--- config.mk ---
export PLATFORM = sky130hd
export DESIGN_NAME = pin_bank_ctrl
export DESIGN_NICKNAME = d
export VERILOG_FILES = /design/src/rtl/pinbank_pkg.sv /design/src/rtl/pinbank_sync.sv /design/src/rtl/pinbank_debounce.sv /design/src/rtl/pinbank_trigger.sv /design/src/rtl/pin_bank_ctrl.sv
export SDC_FILE = /design/constraint.sdc
export NUM_CORES = 1
export LEC_CHECK = 0
export BUFFER_PORTS_ARGS = -buffer_cell sky130_fd_sc_hd__buf_4
export CAP_MARGIN = 20
export CORE_MARGIN = 1.5
export CORE_UTILIZATION = 45
export CTS_CLUSTER_DIAMETER = 100
export DETAILED_ROUTE_END_ITERATION = 8
export PLACE_DENSITY = 0.73
export SLEW_MARGIN = 40
export SYNTH_ARGS = -nofsm -noshare
export SYNTH_HDL_FRONTEND = slang
export SYNTH_HIERARCHICAL = 1
export SYNTH_SLANG_ARGS = --single-unit
--- constraint.sdc ---
create_clock -name clk -period 4.9 [get_ports clk]
set_clock_uncertainty 0.1 [all_clocks]
set_input_delay 0.735 -clock clk [delete_from_list [all_inputs] [get_ports clk]]
set_output_delay 0.735 -clock clk [all_outputs]
set_load 0.1 [all_outputs]
--- src/rtl/pinbank_pkg.sv ---
package pinbank_pkg;

   typedef enum logic [1:0] {
      TRIG_OFF   = 2'd0,
      TRIG_LEVEL = 2'd1,
      TRIG_EDGE  = 2'd2,
      TRIG_BOTH  = 2'd3
   } trig_mode_e;

   typedef struct packed {
      logic       irq_en;
      logic       polarity;
      trig_mode_e mode;
      logic       is_out;
      logic       enable;
   } pin_cfg_t;

   // config word bit positions
   localparam int CFG_EN_BIT   = 0;
   localparam int CFG_OUT_BIT  = 1;
   localparam int CFG_MODE_LSB = 2;
   localparam int CFG_POL_BIT  = 4;
   localparam int CFG_IE_BIT   = 6;

   // word index inside a pin window
   localparam logic [2:0] W_CFG   = 3'd0;
   localparam logic [2:0] W_DBNC  = 3'd1;
   localparam logic [2:0] W_IN    = 3'd2;
   localparam logic [2:0] W_FLOAT = 3'd3;
   localparam logic [2:0] W_OUT   = 3'd4;
   localparam logic [2:0] W_ACK   = 3'd5;

   localparam int WIN_LSB   = 5;
   localparam int PIN_IDX_W = 3;

endpackage

--- src/rtl/pinbank_sync.sv ---
module pinbank_sync #(
   parameter int WIDTH  = 8,
   parameter int STAGES = 2
) (
   input  logic             clk,
   input  logic             rst_n,
   input  logic [WIDTH-1:0] d,
   output logic [WIDTH-1:0] q
);
   if (STAGES < 2) begin : g_bad_stages
      $error("pinbank_sync: STAGES must be at least 2");
   end

   logic [WIDTH-1:0] chain [STAGES];

   always_ff @(posedge clk or negedge rst_n) begin
      if (!rst_n) begin
         for (int s = 0; s < STAGES; s++) chain[s] <= '0;
      end else begin
         chain[0] <= d;
         for (int s = 1; s < STAGES; s++) chain[s] <= chain[s-1];
      end
   end

   assign q = chain[STAGES-1];
endmodule

--- src/rtl/pinbank_debounce.sv ---
module pinbank_debounce #(
   parameter int CNT_W = 8
) (
   input  logic             clk,
   input  logic             rst_n,
   input  logic             raw,
   input  logic [CNT_W-1:0] thresh,
   output logic             level
);
   localparam int EXT_W = CNT_W + 1;

   logic [CNT_W-1:0] run;
   logic [EXT_W-1:0] run_next;

   assign run_next = {1'b0, run} + EXT_W'(1);

   always_ff @(posedge clk or negedge rst_n) begin
      if (!rst_n) begin
         run   <= '0;
         level <= 1'b0;
      end else if (raw == level) begin
         run <= '0;
      end else if (run_next >= {1'b0, thresh}) begin
         level <= raw;
         run   <= '0;
      end else begin
         run <= run_next[CNT_W-1:0];
      end
   end
endmodule

--- src/rtl/pinbank_trigger.sv ---
module pinbank_trigger
   import pinbank_pkg::*;
(
   input  logic     clk,
   input  logic     rst_n,
   input  logic     level,
   input  pin_cfg_t cfg,
   input  logic     ack,
   output logic     pending
);
   logic prev;
   logic rise, fall, hit, active;

   assign rise   = level & ~prev;
   assign fall   = ~level & prev;
   assign active = cfg.enable && (cfg.mode != TRIG_OFF);

   always_comb begin
      unique case (cfg.mode)
         TRIG_EDGE: hit = cfg.polarity ? rise : fall;
         TRIG_BOTH: hit = rise | fall;
         default:   hit = 1'b0;
      endcase
   end

   always_ff @(posedge clk or negedge rst_n) begin
      if (!rst_n) begin
         prev    <= 1'b0;
         pending <= 1'b0;
      end else begin
         prev <= level;
         if (!active)
            pending <= 1'b0;
         else if (cfg.mode == TRIG_LEVEL)
            pending <= (level == cfg.polarity);
         else
            pending <= (pending & ~ack) | hit;   // a new edge wins over a clear
      end
   end
endmodule

--- src/rtl/pin_bank_ctrl.sv ---
module pin_bank_ctrl
   import pinbank_pkg::*;
#(
   parameter int NUM_PINS    = 8,
   parameter int SYNC_STAGES = 2,
   parameter int DBNC_W      = 8,
   parameter int ADDR_W      = 9,
   parameter int DATA_W      = 32,
   parameter int STATUS_SLOT = 1
) (
   input  logic                clk,
   input  logic                rst_n,
   input  logic                req_valid,
   input  logic                req_write,
   input  logic [ADDR_W-1:0]   req_addr,
   input  logic [DATA_W-1:0]   req_wdata,
   output logic                rd_valid,
   output logic [DATA_W-1:0]   rd_data,
   input  logic [NUM_PINS-1:0] pad_in,
   output logic [NUM_PINS-1:0] pad_out,
   output logic [NUM_PINS-1:0] pad_oe,
   output logic                irq_out
);
   localparam int STATUS_BYTE = 'h100 + 4 * STATUS_SLOT;
   localparam logic [ADDR_W-1:0] STATUS_ADDR = ADDR_W'(STATUS_BYTE);

   if (NUM_PINS < 1 || NUM_PINS > 8) begin : g_bad_pins
      $error("pin_bank_ctrl: NUM_PINS must be 1..8");
   end
   if (ADDR_W < 9 || STATUS_SLOT < 0 || STATUS_SLOT > 63) begin : g_bad_addr
      $error("pin_bank_ctrl: address map does not fit");
   end
   if (DATA_W < 8 || DBNC_W < 1 || DBNC_W > 8) begin : g_bad_data
      $error("pin_bank_ctrl: DATA_W >= 8 and DBNC_W in 1..8 required");
   end

   // ---------------- register state ----------------
   pin_cfg_t          cfg_q  [NUM_PINS];
   logic [DBNC_W-1:0] dbnc_q [NUM_PINS];
   logic [NUM_PINS-1:0] float_q, outv_q;

   // ---------------- decode ----------------
   logic                 win_hit, stat_hit, wr_en, rd_en;
   logic [PIN_IDX_W-1:0] pin_idx;
   logic [2:0]           word;

   assign pin_idx  = req_addr[WIN_LSB +: PIN_IDX_W];
   assign word     = req_addr[4:2];
   assign win_hit  = (req_addr >> 8) == '0;
   assign stat_hit = req_addr == STATUS_ADDR;
   assign wr_en    = req_valid & req_write;
   assign rd_en    = req_valid & ~req_write;

   logic unused_bits;
   assign unused_bits = ^{req_wdata[DATA_W-1:8], req_addr[1:0]};

   // ---------------- per-pin datapath ----------------
   logic [NUM_PINS-1:0] pin_sync, pin_level, pend, ack_pulse;
   logic [NUM_PINS-1:0] cfg_en, cfg_out, ie_vec, trig_off, edge_arm;

   pinbank_sync #(.WIDTH(NUM_PINS), .STAGES(SYNC_STAGES)) u_sync (
      .clk  (clk),
      .rst_n(rst_n),
      .d    (pad_in),
      .q    (pin_sync)
   );

   for (genvar p = 0; p < NUM_PINS; p++) begin : g_pin
      logic sel;
      assign sel = win_hit && (pin_idx == PIN_IDX_W'(p));

      always_ff @(posedge clk or negedge rst_n) begin
         if (!rst_n) begin
            cfg_q[p]   <= '{irq_en: 1'b0, polarity: 1'b0, mode: TRIG_OFF,
                            is_out: 1'b0, enable: 1'b0};
            dbnc_q[p]  <= '0;
            float_q[p] <= 1'b1;
            outv_q[p]  <= 1'b0;
         end else if (wr_en && sel) begin
            unique case (word)
               W_CFG: cfg_q[p] <= '{irq_en:   req_wdata[CFG_IE_BIT],
                                    polarity: req_wdata[CFG_POL_BIT],
                                    mode:     trig_mode_e'(req_wdata[CFG_MODE_LSB +: 2]),
                                    is_out:   req_wdata[CFG_OUT_BIT],
                                    enable:   req_wdata[CFG_EN_BIT]};
               W_DBNC:  dbnc_q[p]  <= req_wdata[DBNC_W-1:0];
               W_FLOAT: float_q[p] <= req_wdata[0];
               W_OUT:   outv_q[p]  <= req_wdata[0];
               default: ;
            endcase
         end
      end

      assign ack_pulse[p] = wr_en && sel && (word == W_ACK) && req_wdata[0];

      pinbank_debounce #(.CNT_W(DBNC_W)) u_dbnc (
         .clk   (clk),
         .rst_n (rst_n),
         .raw   (pin_sync[p]),
         .thresh(dbnc_q[p]),
         .level (pin_level[p])
      );

      pinbank_trigger u_trig (
         .clk    (clk),
         .rst_n  (rst_n),
         .level  (pin_level[p]),
         .cfg    (cfg_q[p]),
         .ack    (ack_pulse[p]),
         .pending(pend[p])
      );

      assign cfg_en[p]   = cfg_q[p].enable;
      assign cfg_out[p]  = cfg_q[p].is_out;
      assign ie_vec[p]   = cfg_q[p].irq_en;
      assign trig_off[p] = cfg_q[p].mode == TRIG_OFF;
      assign edge_arm[p] = cfg_q[p].enable &&
                           (cfg_q[p].mode == TRIG_EDGE || cfg_q[p].mode == TRIG_BOTH);
      assign pad_oe[p]   = cfg_q[p].enable & cfg_q[p].is_out & ~float_q[p];
      assign pad_out[p]  = outv_q[p];
   end

   assign irq_out = |(pend & ie_vec);

   // ---------------- read path ----------------
   logic [DATA_W-1:0] rdata_nxt;

   always_comb begin
      rdata_nxt = '0;
      if (stat_hit) begin
         rdata_nxt[NUM_PINS-1:0] = pend;
      end else if (win_hit) begin
         for (int p = 0; p < NUM_PINS; p++) begin
            if (pin_idx == PIN_IDX_W'(p)) begin
               unique case (word)
                  W_CFG: begin
                     rdata_nxt[CFG_EN_BIT]            = cfg_q[p].enable;
                     rdata_nxt[CFG_OUT_BIT]           = cfg_q[p].is_out;
                     rdata_nxt[CFG_MODE_LSB +: 2]     = cfg_q[p].mode;
                     rdata_nxt[CFG_POL_BIT]           = cfg_q[p].polarity;
                     rdata_nxt[CFG_IE_BIT]            = cfg_q[p].irq_en;
                  end
                  W_DBNC:  rdata_nxt[DBNC_W-1:0] = dbnc_q[p];
                  W_IN:    rdata_nxt[0]          = pin_level[p];
                  W_FLOAT: rdata_nxt[0]          = float_q[p];
                  W_OUT:   rdata_nxt[0]          = outv_q[p];
                  default: ;
               endcase
            end
         end
      end
   end

   always_ff @(posedge clk or negedge rst_n) begin
      if (!rst_n) begin
         rd_valid <= 1'b0;
         rd_data  <= '0;
      end else begin
         rd_valid <= rd_en;
         if (rd_en) rd_data <= rdata_nxt;
      end
   end
endmodule

# --- After elaboration in Yosys (flattened, before gate mapping) ---
# Cells that the tools add are included.
word_totals:
  regBits: 241
  input_bits: 53
  output_inout_bits: 50
  elab_cells: 461
op_classes:
  addsub: 8
  n_lt_le_gt_ge: 8
  n_eq_ne: 53
  n_mux: 100
  bitwise_logic: 100
  reduce_logical: 92
ops:
  columns: ["op", "count"]
  rows:
  - ["8-bit two-way mux", 28]
  - ["2-bit AND reduction", 40]
  - ["8-bit by 1-bit adder with 9-bit output, second input constant", 8]
  - ["9-bit by 8-bit greater-or-equal comparator with 1-bit output", 8]
  - ["4-bit one-hot mux with 2 select lines", 8]
  - ["1-bit bitwise AND", 42]
  - ["1-bit inverter", 41]
  - ["1-bit logical AND", 40]
  - ["1-bit two-way mux", 40]
  - ["1-bit one-hot mux with 5 select lines", 8]
  - ["2-bit equality test, second input constant", 16]
  - ["1-bit one-hot mux with 2 select lines", 16]
  - ["3-bit equality test, second input constant", 6]
  - ["1-bit equality test", 16]
  - ["2-bit by 1-bit equality test with 1-bit output, second input constant", 8]
  - ["1-bit bitwise OR", 16]
  - ["2-bit nonzero test", 8]
  - ["3-bit by 2-bit equality test with 1-bit output, second input constant", 4]
  - ["9-bit equality test, second input constant", 1]
  - ["9-bit zero test", 1]
  - ["8-bit bitwise AND", 1]
  - ["8-bit OR reduction", 1]
  - ["3-bit by 1-bit equality test with 1-bit output, second input constant", 2]
  - ["3-bit zero test", 2]

# --- Logic depth before layout (Yosys ltp) ---
# Gate-level depths: netlist of run 1.
depth:
  depth_word: 21
  ltp_mapped: 10
  depth_no_buf: 10

# --- By module ---
# Netlist of run 1, hierarchy kept.
modules_own_cells:
  columns: ["mod", "n_inst", "cells_each", "area_per_inst_um2", "seq_area_each_um2"]
  rows:
  - ["pin_bank_ctrl", 1, 637, 7179.4, 3438.3]
  - ["pinbank_debounce (g_pin[0].u_dbnc ...)", 7, 61, 645.6, 225.2]
  - ["pinbank_trigger", 8, 13, 136.4, 50.0]
  - ["pinbank_debounce (g_pin[7].u_dbnc)", 1, 65, 621.8, 225.2]
  - ["pinbank_sync", 1, 24, 460.4, 400.4]

# --- Worst setup path after synthesis of run 1 ---
# No wires, ideal clock.
synth_timing:
  kind: "input-to-reg"
  startpoint: "in req_addr[2]"
  endpoint: "reg g_pin[1].u_trig.pending"
  setup_ps: 126
  arrival_ps: 2455
  t_required_ps: 4674
  setup_slack_ps: 2220
  stages: 8
  path_buffers: 4
  path_cell_list: "buf_2 -> buf_2 -> buf_2 -> buf_4 -> nand4b_1 -> nor4_1 -> nor2b_1 -> o311a_1"
synth_via:
  elab_chain_len: 8
synth_rtl:
  columns: ["item", "line", "text"]
  rows:
  - ["from (decl)", "pin_bank_ctrl.sv:15", "input logic [ADDR_W-1:0] req_addr,"]
  - ["3-bit equality test", "pin_bank_ctrl.sv:94", "assign ack_pulse[p] = wr_en && sel && (word == W_ACK) && req_wdata[0];"]
  - ["1-bit logical AND (2 in a row)", "pin_bank_ctrl.sv:94", null]
  - ["via ack_pulse[1]", "pin_bank_ctrl.sv:58", "logic [NUM_PINS-1:0] pin_sync, pin_level, pend, ack_pulse;"]
  - ["1-bit inverter", "pinbank_trigger.sv:37", "pending <= (pending & ~ack) | hit;"]
  - ["1-bit bitwise AND", "pinbank_trigger.sv:37", null]
  - ["1-bit bitwise OR", "pinbank_trigger.sv:37", null]
  - ["1-bit two-way mux", "pinbank_trigger.sv:34", "else if (cfg.mode == TRIG_LEVEL)"]
  - ["1-bit two-way mux", "pinbank_trigger.sv:32", "if (!active)"]
  - ["to (signal assigned)", "pinbank_trigger.sv:35", "pending <= (level == cfg.polarity);"]
  - ["to (signal assigned)", "pinbank_trigger.sv:37", null]
  - ["to (decl)", "pinbank_trigger.sv:9", "output logic pending"]
# The timed path passes the listed nets, and every way through them passes these cells.
# A chain may end at the register's enable or synchronous reset.

# --- Worst setup path after layout of run 1 ---
layout_timing:
  startpoint: "in req_addr[6]"
  endpoint: "reg rd_data[3]"
layout_via:
  elab_chain_len: 20
  elab_cells_between_ends: 28
  classes_between: "8 x eq/ne; 19 x mux; 1 x reduce/logical"
layout_rtl:
  columns: ["item", "line", "text"]
  rows:
  - ["3-bit zero test", "pin_bank_ctrl.sv:134", "if (pin_idx == PIN_IDX_W'(p)) begin"]
  - ["8-bit two-way mux", "pin_bank_ctrl.sv:134", null]
  - ["4-bit one-hot mux with 2 select lines", "pin_bank_ctrl.sv:135", "unique case (word)"]
  - ["8-bit two-way mux", "pin_bank_ctrl.sv:134", null]
  - ["4-bit one-hot mux with 2 select lines", "pin_bank_ctrl.sv:135", null]
  - ["8-bit two-way mux", "pin_bank_ctrl.sv:134", null]
  - ["4-bit one-hot mux with 2 select lines", "pin_bank_ctrl.sv:135", null]
  - ["8-bit two-way mux", "pin_bank_ctrl.sv:134", null]
  - ["(+4 left out)", null, null]
  - ["4-bit one-hot mux with 2 select lines", "pin_bank_ctrl.sv:135", null]
  - ["8-bit two-way mux", "pin_bank_ctrl.sv:134", null]
  - ["4-bit one-hot mux with 2 select lines", "pin_bank_ctrl.sv:135", null]
  - ["8-bit two-way mux", "pin_bank_ctrl.sv:134", null]
  - ["4-bit one-hot mux with 2 select lines", "pin_bank_ctrl.sv:135", null]
  - ["8-bit two-way mux", "pin_bank_ctrl.sv:134", null]
  - ["8-bit two-way mux", "pin_bank_ctrl.sv:132", "end else if (win_hit) begin"]
  - ["8-bit two-way mux *", "pin_bank_ctrl.sv:130", "if (stat_hit) begin"]
  - ["to (signal assigned)", "pin_bank_ctrl.sv:160", "if (rd_en) rd_data <= rdata_nxt;"]
  - ["to (decl)", "pin_bank_ctrl.sv:18", "output logic [DATA_W-1:0] rd_data,"]
# Every way passes the cells marked *; elsewhere a longest branch is shown, timed or not. The select of a mux whose other input is x is not followed.

==> results, run 1 <==
- The run finished with clean final reports.
- The clock tree root buffer cell is clkbuf_16.
- The floorplan step set the die width to 179 um.
- The deepest clock path buffer count is 3.
- The type of element capturing the critical path is a flop.
- The number of global-route vias before repair is 9,973.
- The most instantiated flip-flop cell in the synthesis netlist is dfrtp_1.
- The analysis attributes to cell leakage a power of 7.36 nW.
- The detail route stage leaves a number of antenna-violating nets equal to 0.
- The clock insertion delay at the later pin of the skew report is 0.56 ns.
- Of the synthesized area, sequential elements account for 43.5%.
- For the pin with the worst max-slew slack, the measured transition is 0.956 ns.
- The synthesized area divided by synthesized cell count is 11.0 um^2.
- The cts-stage hold buffer count is 0.
- Synthesis produced 1,257 cells.
- The detailed-routing iteration count for the pre-antenna-repair pass is 5.
- Summing over every cut layer, the via total after detailed routing is 9,849.
- Global routing used 22.3% of the available tracks across all layers.
- The sequential share of power is 41.2%.
- The most common cell after layout, fill and taps aside is dfrtp_1.
- After detailed routing, the number of remaining DRC violations is 0.
- By area the synthesized netlist is led by dfrtp_1, mux2_2, ha_1.
- For the worst setup path, the data required time is 5.28 ns.
- After layout, the minimum clock period comes to 2.79 ns.
- The final count of pins violating max slew was 0.
- The die is 179 um tall.
- CTS saw 241 sinks.
- Clock tree synthesis inserted a total of 27 buffers.
- Max-cap violations in this run came to 0.
- The total negative slack is 0 ns.
- The floorplan has 64 rows.
- STA puts the critical path data arrival time at 3.17 ns.
- In this run switching power makes up 32.2% of total power.
- The routed length on met2 is 16,100 um.
- Wire segments on met3 add up to 2290 um in the final route.
- The synthesized design spends more area on one cell type than any other, namely dfrtp_1.
- The number of antenna violations at the first check in global routing was 0.
- The share of the synthesized netlist area taken by xor and xnor gates is 4.04%.
- The number of buffers inserted by port buffering is 54.
- After detailed routing, the average wire length per cell comes to 20.1 um.
- The count of final setup violators is 0.
- After global routing the overflow that remains totals 0.
- The synthesis-to-layout area growth is 10.9%.
- Cells fill 50.6% of the core in the end.
- The cell area that synthesis handed to floorplanning was 13,900 um^2.
- The multi-input logic area is 7190 um^2.
- The post-route netlist has 22.3% of its cells at a drive strength greater than 1.
- The top-level port count is 103.
- During synthesis, Yosys emitted a total of 6 warnings.
- The maximum fanout along the worst path is 29.
- The number of inserted filler cells in the final layout is 2,713.
- For this block, wires on met1 add up to 14,800 um.
- The internal power component is 3.91 mW.
- In this run the number of H-tree levels came out at 1.
- Yosys mapped a number of flops with a built-in enable equal to 0.
- The core region is 30,400 um^2.
- The number of distinct standard cells referenced by the synthesized netlist is 74.
- The half-perimeter wire length of the detailed placement result is 24,400 um.
- In this run the power density over the cells is 375 nW/um^2.
- The first global-routing pass estimated 54,600 um of wire.
- Summing all placed instances gives a cell area of 14,500 um^2.
- The critical path startpoint category is a primary input.
- The analysis attributes to net switching a power of 1.86 mW.
- The tightest min-delay check is of the in2async type.
- Routability-driven placement finished with a final weighted congestion of 0.950.
- The part of the cycle the worst path needs is 56.9%.
- The clock-pin slew on the worst setup and hold paths is 0.06 ns.
- The sequential cells in the finished layout cover a total of 6040 um^2.
- The headroom to the max-slew limit is 36.1%.
- The maximum clock frequency is 0.359 GHz.
- Summed over its instances, the top area cell type makes up 42.0% of the synthesized netlist area.
- The net count of the finished layout is 1,436.
- The fraction of the mapped netlist area in compound gates is 10.1%.
- TritonCTS built the clock tree.
- The dominant combinational cell family by area after synthesis is multiplexers.
- The hold violation total from the final report is 0.
- The effective utilization at floorplan is 45.6%.
- Entering global routing, the biggest net connects 116 pins.
- The fraction of synthesized area in multiplexers is 14.7%.
- The initial detailed-routing violation count is 771.
- The combinational share of power is 23.0%.
- The clock network fraction of total power is 35.8%.
- Signal routing reaches up to met4.
- Wires add up to 34,400 um.
- Counting flops with an async set or reset pin after synthesis yields a share of 100%.
- The post-route standard cell area excluding fillers is 15,400 um^2.
- The critical path is of the in2reg type.
- The synthesized netlist devotes 14.4% of its cell area to simple gates.
- The worst IR drop on VDD is 0.285 mV.
- The die covers 31,900 um^2.
- The adder-cell share of the synthesized area is 7.94%.
- Using the TritonRoute via totals, the vias-per-cell ratio works out to 5.75.
- The number of antenna repair diodes is 0.
- Setup repair after global routing left no endpoint under its margin.
- Post-CTS repair changed the size of 0 cells.
- The top cell types in the final layout, fill and taps aside, are dfrtp_1, mux2_2, ha_1.
- Post-CTS timing repair inserted 0 buffers for setup.
- In this run, synthesis produced a sequential element count of 241.
==> sequential cells by signal, summed over array words and instances, names as in the netlist <==
| signal | count |
|---|---|
| dbnc_q | 64 |
| g_pin.u_dbnc/run | 64 |
| cfg_q | 32 |
| cfg_en | 8 |
| cfg_out | 8 |
| float_q | 8 |
| g_pin.u_dbnc/level | 8 |
| g_pin.u_trig/pending | 8 |
| g_pin.u_trig/prev | 8 |
| pad_out | 8 |
| rd_data | 8 |
| u_sync/chain | 8 |
| u_sync/q | 8 |
| rd_valid | 1 |
==> final timing paths <==
path                            slack (ns)                   start  cells past startpoint                      to
worst max-delay path                  2.11             req_addr[6]                      7              rd_data[3]
max in group asynchronous             3.60                   rst_n                      2  g_pin[0].u_dbnc/run[4]
worst max register to register        2.19  g_pin[1].u_dbnc/run[0]                      9   g_pin[1].u_dbnc/level
min in group clk                      0.18               pad_in[3]                      1        u_sync/chain[11]
worst min-delay path                  0.05                   rst_n                      1        u_sync/chain[14]
worst min register to register        0.25        u_sync/chain[15]                      0             u_sync/q[7]
==> routing by layer <==
| layer | vias to the layer above | track usage, % |
|---|---|---|
| met5 | - | 0 |
| met4 | 0 | 7.67 |
| met3 | 81 | 3.60 |
| met2 | 344 | 36.0 |
| met1 | 4921 | 30.3 |
| li1 | 4503 | - |
==> worst max-delay path, stage by stage <==
cell,delay (ns)
buf_4,0.29
nor2b_1,0.69
nor4b_2,0.55
a22oi_1,0.16
a31oi_1,0.44
o21ai_1,0.11
a31oi_1,0.19
==> logic make-up (layout without fill, tap and decap cells) <==
kind of cell    count (synthesis)  count (layout)
compound gates                172             172
buf+inv                       152             188
simple gates                  358             358
other cells                     1              24
mux                           181             181
flops                         241             241
xor+xnor                       64              64
fa+ha+maj                      88              88
==> metrics by stage <==
step / power, mW / instances / worst slack, ns / hold WS (ns)
2_1_floorplan: 3.38 / 1280 / 2.22 / 0.231
3_3_place_gp: 3.67 / 1662 / 1.70 / 0.232
3_5_place_dp: 3.73 / 1662 / 1.69 / 0.236
4_1_cts: 5.82 / 1712 / 2.17 / 0.0774
5_1_grt: 6.06 / 1712 / 1.99 / 0.107
6_report: 5.77 / 1712 / 2.11 / 0.0462
==> area by class of cell <==
cell class	count	share of cell area (%)
clock inverters	13	1.06
multi-input cells	887	46.7
well taps	396	3.22
repair buffers	58	2.96
flip-flops and latches	241	39.3
clock buffers	37	4.83
inverters	80	1.95
==> power by group through the flow <==
stage                     clock [mW]  sequential (mW)  combinational, mW
after global routing            2.19             2.40               1.47
after CTS                       2.11             2.38               1.33
after global placement             0             2.40               1.27
final                           2.07             2.38               1.33
after detailed placement           0             2.41               1.32
after floorplan                    0             2.41              0.973
==> cell usage after synthesis (12+ instances only) <==
cell type,n
a21o_1,30
a21oi_1,25
and3_1,12
buf_2,16
buf_4,33
clkbuf_1,18
dfrtp_1,233
ha_1,88
inv_1,80
mux2_2,128
mux2i_1,43
nand2_1,68
nand2b_1,13
nand3_1,45
nor2_1,72
nor2b_1,20
nor3_1,19
nor3b_1,51
o21ai_0,22
xnor2_1,31
xor2_1,33
Power figures use the tool's default switching activity.
==> run 2: changes to the inputs <==
==> constraint.sdc (replaced) <==
create_clock -name clk -period 2.57 [get_ports clk]
set_clock_uncertainty 0.1 [all_clocks]
set_input_delay 0.3855 -clock clk [delete_from_list [all_inputs] [get_ports clk]]
set_output_delay 0.3855 -clock clk [all_outputs]
set_load 0.1 [all_outputs]
==> results, run 2 (synthesized netlist as in run 1, its figures left out) <==
- The run finished with clean final reports.
- The first global-routing pass estimated 56,700 um of wire.
- Tracing the worst setup path back leads to its startpoint at g_pin[3].u_dbnc/run[1].
- The clock insertion delay at the later pin of the skew report is 0.56 ns.
- The overall global routing resource usage is 23.1%.
- The H-tree level count is 1.
- Data arrives at the worst endpoint at 2.92 ns.
- Relative to the synthesized area, the layout overhead comes to 21.2%.
- The part of the cycle the worst path needs is 99.8%.
- The largest individual stage delay along the critical path comes from the cell dfrtp_1.
- For this run, the share of the core covered by cells in the final layout is 55.3%.
- The final count of pins violating max slew is 0.
- The transition at the pin with the smallest max-transition slack is 1.05 ns.
- STA classifies the critical path startpoint as a flop.
- The critical path goes through nand2_2 > nor3_2 > xor2_1 > ha_1 > and3_4 > a221oi_4 > o211ai_4 > mux2_4.
- The die height is 179 um.
- The number of global-route vias before repair is 10,400.
- On the critical path the largest part of the delay comes from compound AO/OA/AOI/OAI gates.
- The number of design rule violations left after detail routing is 0.
- The finished cells cover 16,800 um^2.
- The routed wire length is 37,200 um.
- The die is 179 um wide.
- The category of the most critical setup path is reg2reg.
- The standard-cell row count is 64.
- For flop-to-flop paths, the worst setup slack is 0.005 ns.
- CTS placed an instance of clkbuf_16 at the clock tree root.
- The number of antenna violations at the first check in global routing came to 0.
- The overall overflow remaining after global route is 0.
- The finished layout holds 1,830 standard cells, fillers aside.
- Setup repair after global routing could not meet its margin everywhere.
- The mean number of vias per cell is 5.67.
- The clock tree from TritonCTS is built.
- Setup violations remaining at the end of the flow were counted as 0.
- The detail route stage leaves a number of antenna-violating nets equal to 0.
- Summed over all cells, the static leakage comes to 8.00 nW.
- The clock-pin slew on the worst setup and hold paths is 0.06 ns.
- The largest single stage delay on the critical path is 0.43 ns.
- For this design, the sink count on the clock tree is 241.
- The library cells used most frequently in the layout, excluding fill and tap cells, are dfrtp_1, buf_4, mux2_2.
- The path category of the worst min-delay check is in2reg.
- The detailed-routing iteration count for the pre-antenna-repair pass is 5.
- The number of buffers inserted by port buffering is 54.
- The largest registers in the layout are dbnc_q (64), g_pin.u_dbnc/run (64), cfg_q (32).
- Counting buffers and inverters, the worst setup path is 8 cells deep.
- Once detailed placement completed, the half-perimeter wirelength came to 25,500 um.
- The worst-case IR drop observed on VDD is 0.535 mV.
- The areal power density over the cells is 680 nW/um^2.
- Entering global routing, the biggest net connects 71 pins.
- The overall via count from detail_route is 10,400.
- In this run the worst path has a maximum fanout of 5.
- Counting along the longest clock path gives a buffer depth of 3.
- After detailed placement, the total cell area comes to 14,900 um^2.
- The max-capacitance violation count is 0.
- The maximum clock frequency is 0.390 GHz.
- The placeable core area is 30,400 um^2.
- Pin placement for this block handled 103 I/O pins.
- After the first detailed-routing iteration, the DRC count stood at 946.
- In this run the critical register-to-register path is launched from g_pin[3].u_dbnc/run[1].
- The congestion estimate from routability-driven global placement came to 0.986.
- The placed instance count is 1,719.
- The hold violation total from the final report is 0.
- The end of the worst register-to-register path is g_pin[3].u_dbnc/level.
- The critical path ends at g_pin[3].u_dbnc/level.
- Once the floorplan was initialized, standard cells occupied 45.6% of the core.
- At the worst endpoint, the required time is 2.92 ns.
- The worst hold path begins at req_addr[8].
- The TritonCTS buffer count is 27.
- The repair_antennas step left the layout with diodes totalling 0.
- In this run the tightest slew margin relative to its limit is 29.2%.
- The clock period could shrink to 2.56 ns.
- The most common cell after layout, fill and taps aside is dfrtp_1.
- The die outline area is 31,900 um^2.
- Dividing the detail-routed wire length by the instance count gives 20.3 um.
- The number of buffers and inverters on the critical path is 0.
- The worst reg-to-reg path cell count is 8.
- The layout cell share with drive strength beyond 1 is 32.6%.
- The worst setup path is captured at a flop.
- At the end of the flow, the number of nets in the layout was 1,554.
==> run 2: cell types whose count changed in the layout (fill, tap and decap cells not counted), moves of 9 or more <==
| cell | previous run | this run |
|---|---|---|
| dfrtp_1 | 233 | 224 |
| nor3b_1 | 51 | 39 |
| nor3b_2 | 0 | 12 |
| dlygate4sd3_1 | 0 | 9 |
| buf_4 | 56 | 155 |
| dfrtp_2 | 0 | 9 |
| nor2_1 | 72 | 63 |
==> run 2: cell type report <==
cell class              count  area (um^2)
multi-input cells         892         7720
fillers                  2594        13600
inverters                  80          300
flip-flops and latches    241         6050
clock buffers              42          802
well taps                 396          495
clock inverters             8         82.6
repair buffers            171         1360
==> run 2: worst min path at each step <==
stage / slack (ns) / depth (start not counted) / end
2_1_floorplan: -0.01 / 0 / cfg_en[0]
3_3_place_gp: 0.22 / 1 / g_pin[6].u_dbnc/run[4]
4_1_cts: 0.07 / 4 / rd_data[3]
5_1_grt: 0.1 / 4 / rd_data[5]
6_report: 0.08 / 4 / rd_data[5]
3_5_place_dp: 0.23 / 1 / g_pin[6].u_dbnc/run[5]
==> run 2: stage by stage <==
stage	hold slack [ns]	setup TNS (ns)	setup slack [ns]	power, mW
detailed placement	0.229	-0.128	-0.0505	7.25
floorplan	-0.0101	0	0.171	6.44
global route	0.0984	-0.762	-0.0732	12.0
global placement	0.222	0	0.0258	7.12
finish	0.0785	0	0.00533	11.4
CTS	0.0658	0	0.00282	11.2
==> run 2: metal layers <==
layer	vias up	global-route usage (%)	part of all wire (%)	wire length [um]
li1	4749	-	-	-
met1	5217	30.4	42	15800
met2	338	38.6	48	18000
met3	66	4.41	6.8	2540
met4	0	6.39	2.6	950
met5	-	0	0	0
==> run 2: what timing repair did <==
action / in CTS / in global routing
resized for setup: 21 / 74
hold buffers: 9 / 0
setup buffers: 16 / 31
pin swaps: 28 / 61
cloned: 4 / 1
endpoints found under the hold margin: 52 / 0
setup endpoints to repair: 9 / 62
==> run 2: report_power, final <==
group | total [mW] | internal (mW) | switching (mW)
Combinational | 3.04 | 1.30 | 1.74
Sequential | 4.55 | 4.13 | 0.426
Clock | 3.84 | 2.25 | 1.59
==> run 2: worst register-to-register path: stages (launching register included) <==
cell      delay [ns]
dfrtp_1         0.43
nand2_2         0.10
nor3_2          0.21
xor2_1          0.27
ha_1            0.32
and3_4          0.18
a221oi_4        0.35
o211ai_4        0.18
mux2_4          0.32
